### src/rtl/rs_pool_pkg.sv
package rs_pool_pkg;
  parameter int DATA_W  = 32;
  parameter int OP_W    = 4;
  parameter int ROB_N   = 6;
  parameter int TAG_W   = $clog2(ROB_N);
  parameter int NUM_RS  = 4;
  parameter int RS_IW   = $clog2(NUM_RS);
  parameter int N_INT   = 1;
  parameter int N_FADD  = 2;
  parameter int N_FMUL  = 2;
  parameter int N_FDIV  = 1;
  parameter int NUM_FU  = N_INT + N_FADD + N_FMUL + N_FDIV;
  parameter int DIV_LAT = 8;
  parameter int CNT_W   = $clog2(DIV_LAT + 1);
  parameter int DIV_UNIT = NUM_FU - 1;

  typedef enum logic [1:0] {
    CLS_INT  = 2'd0,
    CLS_FADD = 2'd1,
    CLS_FMUL = 2'd2,
    CLS_FDIV = 2'd3
  } fu_cls_e;

  typedef struct packed {
    logic              busy;
    fu_cls_e           cls;
    logic [OP_W-1:0]   op;
    logic [DATA_W-1:0] vj;
    logic [DATA_W-1:0] vk;
    logic              pj;
    logic [TAG_W-1:0]  tj;
    logic              pk;
    logic [TAG_W-1:0]  tk;
    logic [TAG_W-1:0]  dst;
  } rs_entry_t;

  // class served by unit index u
  function automatic fu_cls_e unit_class(int u);
    if (u < N_INT) return CLS_INT;
    else if (u < N_INT + N_FADD) return CLS_FADD;
    else if (u < N_INT + N_FADD + N_FMUL) return CLS_FMUL;
    else return CLS_FDIV;
  endfunction

  // distance of a tag from the reorder-buffer head, modulo its depth
  function automatic logic [TAG_W-1:0] rob_age(logic [TAG_W-1:0] tag,
                                               logic [TAG_W-1:0] head);
    if (tag >= head) return tag - head;
    else return TAG_W'(int'(tag) + ROB_N - int'(head));
  endfunction

  // capture a result-bus value into pending operands
  function automatic rs_entry_t snoop(rs_entry_t e, logic v,
                                      logic [TAG_W-1:0] t,
                                      logic [DATA_W-1:0] d);
    rs_entry_t r;
    r = e;
    if (v && e.pj && e.tj == t) begin
      r.vj = d;
      r.pj = 1'b0;
    end
    if (v && e.pk && e.tk == t) begin
      r.vk = d;
      r.pk = 1'b0;
    end
    return r;
  endfunction
endpackage

### src/rtl/rs_alloc.sv
module rs_alloc
  import rs_pool_pkg::*;
(
  input  logic              flush,
  input  logic [NUM_RS-1:0] busy,
  input  logic [1:0]        in_valid,
  output logic [1:0]        accept,
  output logic [NUM_RS-1:0] alloc_en,
  output logic [NUM_RS-1:0] alloc_lane
);
  logic [RS_IW-1:0] first_free, second_free;
  logic             have1, have2;

  always_comb begin
    first_free  = '0;
    second_free = '0;
    have1 = 1'b0;
    have2 = 1'b0;
    for (int i = 0; i < NUM_RS; i++) begin
      if (!busy[i]) begin
        if (!have1) begin
          first_free = RS_IW'(i);
          have1 = 1'b1;
        end else if (!have2) begin
          second_free = RS_IW'(i);
          have2 = 1'b1;
        end
      end
    end
    accept[0] = !flush && in_valid[0] && have1;
    accept[1] = !flush && in_valid[1] && (in_valid[0] ? have2 : have1);
    alloc_en   = '0;
    alloc_lane = '0;
    if (accept[0]) alloc_en[first_free] = 1'b1;
    if (accept[1]) begin
      if (accept[0]) begin
        alloc_en[second_free]   = 1'b1;
        alloc_lane[second_free] = 1'b1;
      end else begin
        alloc_en[first_free]   = 1'b1;
        alloc_lane[first_free] = 1'b1;
      end
    end
  end
endmodule

### src/rtl/rs_station.sv
module rs_station
  import rs_pool_pkg::*;
(
  input  logic              clk,
  input  logic              rst_n,
  input  logic              flush,
  input  logic              alloc_en,
  input  rs_entry_t         alloc_data,
  input  logic              release_en,
  input  logic              cdb_valid,
  input  logic [TAG_W-1:0]  cdb_tag,
  input  logic [DATA_W-1:0] cdb_data,
  output logic              busy,
  output logic              ready,
  output fu_cls_e           cls,
  output logic [OP_W-1:0]   op,
  output logic [DATA_W-1:0] vj,
  output logic [DATA_W-1:0] vk,
  output logic [TAG_W-1:0]  dst
);
  rs_entry_t ent;

  always_ff @(posedge clk or negedge rst_n) begin
    if (!rst_n) begin
      ent <= '0;
    end else if (flush) begin
      ent.busy <= 1'b0;
    end else if (alloc_en) begin
      ent <= snoop(alloc_data, cdb_valid, cdb_tag, cdb_data);
    end else begin
      ent <= snoop(ent, cdb_valid, cdb_tag, cdb_data);
      if (release_en) ent.busy <= 1'b0;
    end
  end

  assign busy  = ent.busy;
  assign ready = ent.busy && !ent.pj && !ent.pk;
  assign cls   = ent.cls;
  assign op    = ent.op;
  assign vj    = ent.vj;
  assign vk    = ent.vk;
  assign dst   = ent.dst;
endmodule

### src/rtl/rs_select.sv
module rs_select
  import rs_pool_pkg::*;
(
  input  logic [TAG_W-1:0]  rob_head,
  input  logic [NUM_RS-1:0] st_ready,
  input  fu_cls_e           st_cls [NUM_RS],
  input  logic [TAG_W-1:0]  st_dst [NUM_RS],
  input  logic [NUM_FU-1:0] unit_ok,
  output logic [NUM_FU-1:0] gnt_v,
  output logic [RS_IW-1:0]  gnt_idx [NUM_FU],
  output logic [NUM_RS-1:0] release_rs
);
  localparam int SEL_W = $clog2(NUM_FU + NUM_RS + 1);

  logic [SEL_W-1:0] rank [NUM_RS];
  logic [SEL_W-1:0] slot [NUM_FU];

  always_comb begin
    // rank: number of older ready stations of the same class
    for (int i = 0; i < NUM_RS; i++) begin
      rank[i] = '0;
      for (int j = 0; j < NUM_RS; j++) begin
        if (j != i && st_ready[j] && st_cls[j] == st_cls[i] &&
            rob_age(st_dst[j], rob_head) < rob_age(st_dst[i], rob_head))
          rank[i] = rank[i] + SEL_W'(1);
      end
    end
    // slot: number of accepting lower-index units of the same class
    for (int u = 0; u < NUM_FU; u++) begin
      slot[u] = '0;
      for (int w = 0; w < u; w++) begin
        if (unit_class(w) == unit_class(u) && unit_ok[w])
          slot[u] = slot[u] + SEL_W'(1);
      end
    end
    release_rs = '0;
    for (int u = 0; u < NUM_FU; u++) begin
      gnt_v[u]   = 1'b0;
      gnt_idx[u] = '0;
      if (unit_ok[u]) begin
        for (int i = 0; i < NUM_RS; i++) begin
          if (st_ready[i] && st_cls[i] == unit_class(u) && rank[i] == slot[u]) begin
            gnt_v[u]      = 1'b1;
            gnt_idx[u]    = RS_IW'(i);
            release_rs[i] = 1'b1;
          end
        end
      end
    end
  end
endmodule

### src/rtl/rs_pool.sv
module rs_pool
  import rs_pool_pkg::*;
(
  input  logic                          clk,
  input  logic                          rst_n,
  input  logic                          flush,
  input  logic [TAG_W-1:0]              rob_head,
  input  logic [1:0]                    in_valid,
  input  logic [1:0][1:0]               in_cls,
  input  logic [1:0][OP_W-1:0]          in_op,
  input  logic [1:0][DATA_W-1:0]        in_vj,
  input  logic [1:0][DATA_W-1:0]        in_vk,
  input  logic [1:0]                    in_pj,
  input  logic [1:0][TAG_W-1:0]         in_tj,
  input  logic [1:0]                    in_pk,
  input  logic [1:0][TAG_W-1:0]         in_tk,
  input  logic [1:0][TAG_W-1:0]         in_dst,
  input  logic                          cdb_valid,
  input  logic [TAG_W-1:0]              cdb_tag,
  input  logic [DATA_W-1:0]             cdb_data,
  input  logic [NUM_FU-1:0]             fu_stall,
  output logic [1:0]                    in_accept,
  output logic [NUM_FU-1:0]             iss_valid,
  output logic [NUM_FU-1:0][OP_W-1:0]   iss_op,
  output logic [NUM_FU-1:0][DATA_W-1:0] iss_vj,
  output logic [NUM_FU-1:0][DATA_W-1:0] iss_vk,
  output logic [NUM_FU-1:0][TAG_W-1:0]  iss_dst
);
  // named internal events, also observed by the checker
  logic [NUM_RS-1:0] st_busy, st_ready, alloc_en, alloc_lane, release_rs;
  logic [NUM_FU-1:0] unit_ok, gnt_v;
  logic              div_issue;

  fu_cls_e           st_cls [NUM_RS];
  logic [OP_W-1:0]   st_op  [NUM_RS];
  logic [DATA_W-1:0] st_vj  [NUM_RS];
  logic [DATA_W-1:0] st_vk  [NUM_RS];
  logic [TAG_W-1:0]  st_dst [NUM_RS];
  logic [RS_IW-1:0]  gnt_idx [NUM_FU];
  logic [CNT_W-1:0]  div_cnt;

  rs_alloc u_alloc (
    .flush(flush), .busy(st_busy), .in_valid(in_valid),
    .accept(in_accept), .alloc_en(alloc_en), .alloc_lane(alloc_lane)
  );

  for (genvar i = 0; i < NUM_RS; i++) begin : g_rs
    logic      ln;
    rs_entry_t init;
    assign ln   = alloc_lane[i];
    assign init = '{busy: 1'b1, cls: fu_cls_e'(in_cls[ln]), op: in_op[ln],
                    vj: in_vj[ln], vk: in_vk[ln], pj: in_pj[ln], tj: in_tj[ln],
                    pk: in_pk[ln], tk: in_tk[ln], dst: in_dst[ln]};
    rs_station u_st (
      .clk(clk), .rst_n(rst_n), .flush(flush),
      .alloc_en(alloc_en[i]), .alloc_data(init), .release_en(release_rs[i]),
      .cdb_valid(cdb_valid), .cdb_tag(cdb_tag), .cdb_data(cdb_data),
      .busy(st_busy[i]), .ready(st_ready[i]), .cls(st_cls[i]), .op(st_op[i]),
      .vj(st_vj[i]), .vk(st_vk[i]), .dst(st_dst[i])
    );
  end

  always_comb begin
    for (int u = 0; u < NUM_FU; u++)
      unit_ok[u] = !flush && !fu_stall[u] && (u != DIV_UNIT || div_cnt == '0);
  end

  rs_select u_sel (
    .rob_head(rob_head), .st_ready(st_ready), .st_cls(st_cls), .st_dst(st_dst),
    .unit_ok(unit_ok), .gnt_v(gnt_v), .gnt_idx(gnt_idx), .release_rs(release_rs)
  );

  assign div_issue = gnt_v[DIV_UNIT];

  // blocking divider: countdown of cycles before the next divide may start
  always_ff @(posedge clk or negedge rst_n) begin
    if (!rst_n) div_cnt <= '0;
    else if (div_issue) div_cnt <= CNT_W'(DIV_LAT - 1);
    else if (div_cnt != '0) div_cnt <= div_cnt - CNT_W'(1);
  end

  always_comb begin
    for (int u = 0; u < NUM_FU; u++) begin
      iss_valid[u] = gnt_v[u];
      iss_op[u]    = st_op[gnt_idx[u]];
      iss_vj[u]    = st_vj[gnt_idx[u]];
      iss_vk[u]    = st_vk[gnt_idx[u]];
      iss_dst[u]   = st_dst[gnt_idx[u]];
    end
  end
endmodule

### config.mk
export PLATFORM = sky130hd
export DESIGN_NAME = rs_pool
export DESIGN_NICKNAME = d
export VERILOG_FILES = /design/src/rtl/rs_pool_pkg.sv /design/src/rtl/rs_alloc.sv /design/src/rtl/rs_station.sv /design/src/rtl/rs_select.sv /design/src/rtl/rs_pool.sv
export SDC_FILE = /design/constraint.sdc
export NUM_CORES = 2
export LEC_CHECK = 0
export BUFFER_PORTS_ARGS = -buffer_cell sky130_fd_sc_hd__buf_2
export CORE_MARGIN = 3
export CORE_UTILIZATION = 30
export DETAILED_ROUTE_END_ITERATION = 8
export PLACE_DENSITY = 0.45
export SLEW_MARGIN = 10
export SYNTH_ARGS = -nofsm -noshare
export SYNTH_HDL_FRONTEND = slang
export SYNTH_HIERARCHICAL = 1
export SYNTH_SLANG_ARGS = --single-unit
export TNS_END_PERCENT = 1
### constraint.sdc
create_clock -name clk -period 19.1 [get_ports clk]
set_clock_uncertainty 0.2 [all_clocks]
set_input_delay 3.82 -clock clk [delete_from_list [all_inputs] [get_ports clk]]
set_output_delay 3.82 -clock clk [all_outputs]
set_load 0.1 [all_outputs]
== Word level (Yosys, flattened, before mapping) ==
Index checks and enable logic that the tools add are counted.
W data, S select, Z words.

* Register bits after elaboration: 332
* Input port bits: 212
* Output and inout port bits: 434

* Add/subtract/negate cells: 21
* Magnitude comparators: 30
* Eq/ne operators: 60
* Mux-type cells: 330
* Bitwise gates (word level): 9
* Reduce and logical (&&, ||, !) cells: 171

{| class="wikitable"
|+ Operator list
! cell !! number
|-
| $mux W32 || 56
|-
| $bmux W32 S2 || 12
|-
| $mux W82 || 4
|-
| $mux W4 || 41
|-
| $logic_and A1 B1 Y1 || 125
|-
| $mux W3 || 40
|-
| $mux W1 || 119
|-
| $mux W2 || 44
|-
| $eq A2 B2 Y1 || 36
|-
| $bmux W4 S2 || 6
|-
| $eq A3 B3 Y1 || 16
|-
| $bmux W3 S2 || 6
|-
| $lt A3 B3 Y1 || 12
|-
| $eq A4 B4 Y1 || 8
|-
| $reduce_and A2 Y1 || 12
|-
| $sub A3 B3 Y3 || 8
|-
| $logic_not A4 Y1 || 5
|-
| $ge A3 B3 Y1 const B || 6
|-
| $not A2 Y3 || 6
|-
| $reduce_bool A2 Y1 || 9
|-
| $add A4 B1 Y4 const B || 4
|-
| $logic_not A1 Y1 || 15
|-
| $add A3 B3 Y3 const B || 4
|-
| $ge A3 B3 Y1 || 4
|-
| other kinds (10) || 23
|}

== Depth between registers and ports, before layout ==
* Word-level depth: 27
* Mapped depth: 24

== By module ==
The synthesis kept the hierarchy.

{| class="wikitable"
|+ Modules (own cells, without submodules)
! module !! times used !! cells an instance !! area an instance (µm²) !! seq. area each (µm²)
|-
| rs_station || 4 || 380 || 4636.9 || 2052.0
|-
| rs_pool || 1 || 912 || 14850.5 || 100.1
|-
| rs_select || 1 || 354 || 2512.4 || 0.0
|-
| rs_alloc || 1 || 62 || 430.4 || 0.0
|}

== Least setup slack after synthesis ==
No wires, ideal clock.

* Kind: input-to-output
* Start point: input rob_head[0]
* End point: output iss_valid[1]
* Data arrival time: 8.430 ns
* Slack: 6.650 ns
* Cell stages on the path: 14
* Buffers on the path: 0
* Cell sequence: ha_1 > fa_1 > xor2_1 > inv_2 > ha_1 > a21oi_1 > maj3_1 > nand3_1 > ha_1 > nand2_1 > or3_1 > a21oi_2 > nand2_1 > a41oi_1

* Word-level cells in the longest chain between the ends: 16

{| class="wikitable"
|+ RTL lines
! element !! RTL line !! RTL
|-
| start: declaration || rs_pool.sv:7 || <nowiki>input logic [TAG_W-1:0] rob_head,</nowiki>
|-
| $sub A3 B3 Y3 (tied with other cells) || -- ||
|-
| $mux W3 (on tied branches) || -- ||
|-
| $lt A3 B3 Y1 || rs_select.sv:24 || <nowiki>rob_age(st_dst[j], rob_head) < rob_age(st_dst[i], rob_head))</nowiki>
|-
| $logic_and A1 B1 Y1 || rs_select.sv:23 || <nowiki>if (j != i && st_ready[j] && st_cls[j] == st_cls[i] &&</nowiki>
|-
| $mux W1 || rs_select.sv:23 ||
|-
| $add A1 B1 Y2 || rs_select.sv:25 || <nowiki>rank[i] = rank[i] + SEL_W'(1);</nowiki>
|-
| $mux W4 || rs_select.sv:23 ||
|-
| $add A4 B1 Y4 || rs_select.sv:25 ||
|-
| $mux W4 || rs_select.sv:23 ||
|-
| $logic_not A4 Y1 || rs_select.sv:42 || <nowiki>if (st_ready[i] && st_cls[i] == unit_class(u) && rank[i] == slot[u]) begin</nowiki>
|-
| $logic_and A1 B1 Y1 || rs_select.sv:42 ||
|-
| $mux W1 (3 in series) || rs_select.sv:42 ||
|-
| $mux W1 (*) || rs_select.sv:42 ||
|-
| $mux W1 (*) || rs_select.sv:40 || <nowiki>if (unit_ok[u]) begin</nowiki>
|-
| end: declaration || rs_pool.sv:23 || <nowiki>output logic [NUM_FU-1:0] iss_valid,</nowiki>
|}

Mark *: on every way between the ends. The rest lies on a longest branch, timed or not.

==> results by group <==
Setup path
  – Largest fanout on the critical path: 34
  – Arr. time, crit path: 10.07 ns
  – Crit path depth: 23
  – Crit Reg-Reg Endpoint: g_rs[0].u_st/vj[24]
  – CP startpoint: rob_head[1]
  – CP Cell Sequence: buf_2 > inv_1 > ha_1 > inv_1 > ha_1 > xor2_1 > nor2_1 > a21oi_1 > xor2_1 > inv_1 > ha_1 > nand3_1 > nand3_1 > or2_2 > ha_1 > nand2_1 > or3_1 > a21oi_2 > nand3_1 > o21ai_4 > buf_4 > mux4_2 > buf_2
  – Crit-path leading delay family: buffers and inverters
  – Crit path launch type: input pin
  – Launching point of the worst reg2reg path: g_rs[0].u_st/busy
  – R2R depth: 14
  – R2r setup slk: 13.25 ns
  – Crit path max-delay cell type: buf_4
  – CP dominant cell by count: ha_1
  – Required time worst endpoint: 15.08 ns
  – WP buf/inv: 6
  – CP Capture Type: primary output
  – Worst setup path class: in2out
  – Worst stage delay on the critical path: a little over 0.7 ns

Logic synthesis
  – Yosys cell types: 82
  – Synth async-reset ratio: 1.00
  – Avg Cell Area, Syn: 12.8 um^2
  – Largest cells by area after synthesis: mux4_2 26%, dfrtp_1 23%, mux2_2 14%, mux2_4 6.7%, buf_4 6.1%
  – Post-Synthesis Cell Area: 0.0363 mm^2
  – Share of the synthesized area in the top cell type: 0.262
  – Leading area contributor after synthesis: mux4_2
  – Yosys warnings: 6
  – Main synth FF type: dfrtp_1
  – Synth Instances: 2848
  – Seq/Total Area, Yosys: 0.229
  – Post-synth EDFFs: 0
  – Flop and latch count out of synthesis: 332

STA
  – RSZ-0062 raised after global routing: no
  – Fmax achieved: 0.0710 GHz
  – Worst-margin pin slew: 1.01 ns
  – Rel. slew slack: 0.328
  – Fin Setup TNS: 0 ns
  – Period utilization: 0.738
  – Setup Viol. Count Final: 0
  – Period minus WS final: 14.09 ns
  – Final hold vios: 0
  – Slew Viols, Final: 0
  – Hold Slack: between 0.3 and 0.4 ns

CTS
  – CTS tree: yes
  – CTS buffer count: 45
  – H-tree levels: 2
  – Clock Tree Buf Depth: 3
  – CTS resizes: 0
  – Clock-pin slew on the worst setup and hold paths: 0.05 ns
  – Root Buffer: clkbuf_16
  – # Post-CTS Setup Buffers: 0
  – Clk_lat worst skew: 0.61 ns
  – Clk sinks: roughly 330
  – Hold Buf Count CTS: 0

Finish
  – Fin cells: 4751
  – Final Net Count: 3348
  – Commonest non-fill, non-tap cell in the layout: buf_2
  – Most frequent cells in the layout: 644 x buf_2, 454 x mux2_2, 422 x mux4_2
  – P&R area growth vs syn: 9.06%
  – Ratio of cells with drive above 1 in the final layout: 0.601
  – Fillers: 12188

Place
  – HPWL after detailed placement: 98100 um
  – Buffers on Ports: 645
  – RePlAce Congestion: 0.823
  – Placed cell count: around 4700

Route
  – Via count: between 20000 and 30000
  – Routed wire length: 140000 um
  – Routed WL per cell: roughly 29 um
  – Initial DRC count: approximately 2500
  – 1st-pass router iterations: 5
  – DRC violations left: 0
  – Vias/cell: 5.47
  – Antenna viol nets, final: 0

Power
  – Power Dens Cells: 131 mW/mm^2
  – Power Internal: 0.00208 W
  – Peak supply drop: around 120 uV
  – Combinational power share: 0.610
  – Sw Ratio: 0.598
  – Flop pwr share: 0.229
  – Clock power share: 0.161
  – Psw: 0.00310 W
  – Static Leak: 16.3 nW

Min path
  – Hold Crit Class: reg2reg
  – Hold_sp: g_rs[3].u_st/ent[3]
  – Hold Path End: g_rs[3].u_st/ent[3]
  – Worst Hold Depth: 1

Global route
  – Largest net degree at the start of global routing: 132
  – First-pass GRT wire length: 200000 um
  – GRT Total Usage: 0.217
  – Number of global-route vias before repair: 26310
  – Initial antenna violation count: 42
  – Gr ovfl total: 0

Die
  – IO Count: 646
  – Die ar.: approximately 0.13 mm^2
  – Core Box Area: between 0.1 and 0.15 mm^2
  – Die width: roughly 350 um
  – Initial Utilization: 0.303
  – FP Rows: 127
  – Die Y: roughly 350 um

Status
  – Status: finished, final reports clean

Flow run
  – Max Cap Viol: 0
==> through the flow <==
step,setup WS [ns],utilization,cell area (um^2),total power (W)
after floorplan,6.65,-,36400,0.00396
after global placement,5.11,0.318,38200,0.00436
after detailed placement,5.02,0.318,38200,0.00436
after CTS,4.99,0.329,39600,0.00521
after global routing,4.54,0.330,39600,0.00536
final,5.01,0.330,39600,0.00518
==> worst max path at each step <==
stage | to | slack (ns)
4_1_cts | iss_vj[169] | 4.99
2_1_floorplan | iss_valid[1] | 6.65
6_report | iss_vk[13] | 5.01
3_5_place_dp | iss_vj[169] | 5.02
3_3_place_gp | iss_vj[169] | 5.11
5_1_grt | iss_vj[169] | 4.54
==> Yosys cell counts, types with 8 or more instances <==
master / n
a21oi_1: 150
a41o_1: 9
buf_1: 18
buf_12: 42
buf_2: 107
buf_4: 293
buf_6: 31
clkbuf_1: 25
dfrtp_1: 332
ha_1: 47
inv_1: 52
mux2_1: 36
mux2_2: 454
mux2_4: 161
mux2i_1: 135
mux4_2: 422
nand2_1: 50
nand3_1: 23
nand3b_1: 9
nor2_1: 175
nor2b_1: 21
nor3_1: 14
nor3b_1: 16
o21ai_0: 12
o41ai_4: 8
xnor2_1: 28
xor2_1: 48
==> cell families after synthesis <==
kind of cell             count (synthesis)  synth area share
AO/OA/AOI/OAI                          240            0.0458
flip-flops                             332             0.229
XOR/XNOR                                80            0.0201
other                                    1          0.000103
multiplexers                          1214             0.521
buffers and inverters                  572             0.118
adder cells (fa/ha/maj)                 55            0.0195
AND/OR/NAND/NOR                        354            0.0461
==> worst register-to-register path, stage by stage (launching register included) <==
cell and delay [ns]:
dfrtp_1 0.52, inv_1 0.11, ha_1 0.23, a221o_1 0.34
o32ai_4 0.40, inv_2 0.12, nor2_4 0.11, buf_4 0.56
buf_4 0.87, mux2_2 0.47, xor2_1 0.19, o41ai_4 0.38
buf_4 0.75, mux2i_1 0.36, a21oi_1 0.09
==> layout make-up <==
class	instances	area, um^2	share of cell area
inverter	56	215	0.00543
tap	1612	2020	0.0509
antenna	22	55.1	0.00139
clock inverter	14	129	0.00325
clock buffer	65	1270	0.0321
sequential	332	8310	0.210
multi-input combinational	1947	24000	0.604
timing repair buffer	703	3690	0.0930
==> routing by layer <==
| metal | wire length [um] | up-vias | part of all wire | track usage |
|---|---|---|---|---|
| met2 | 70100 | 955 | 0.50 | 0.369 |
| met5 | 150 | - | 0.0011 | 0 |
| met1 | 58100 | 13667 | 0.41 | 0.279 |
| li1 | - | 11152 | - | - |
| met3 | 7450 | 209 | 0.053 | 0.0367 |
| met4 | 4280 | 22 | 0.031 | 0.0722 |
==> power groups by stage <==
stage                     sequential (W)  clock [W]  combinational, W
after global placement           0.00119          0           0.00317
after CTS                        0.00118   0.000862           0.00317
after detailed placement         0.00119          0           0.00317
after floorplan                 0.000932          0           0.00302
final                            0.00119   0.000832           0.00316
after global routing             0.00121   0.000886           0.00326
==> registers in the layout, indices dropped and copies added (netlist names) <==
signal / count
div_cnt: 4
g_rs.u_st/busy: 4
g_rs.u_st/cls: 8
g_rs.u_st/dst: 12
g_rs.u_st/ent: 32
g_rs.u_st/op: 16
g_rs.u_st/vj: 128
g_rs.u_st/vk: 128
Note: power is estimated with default switching activity, not from simulation.
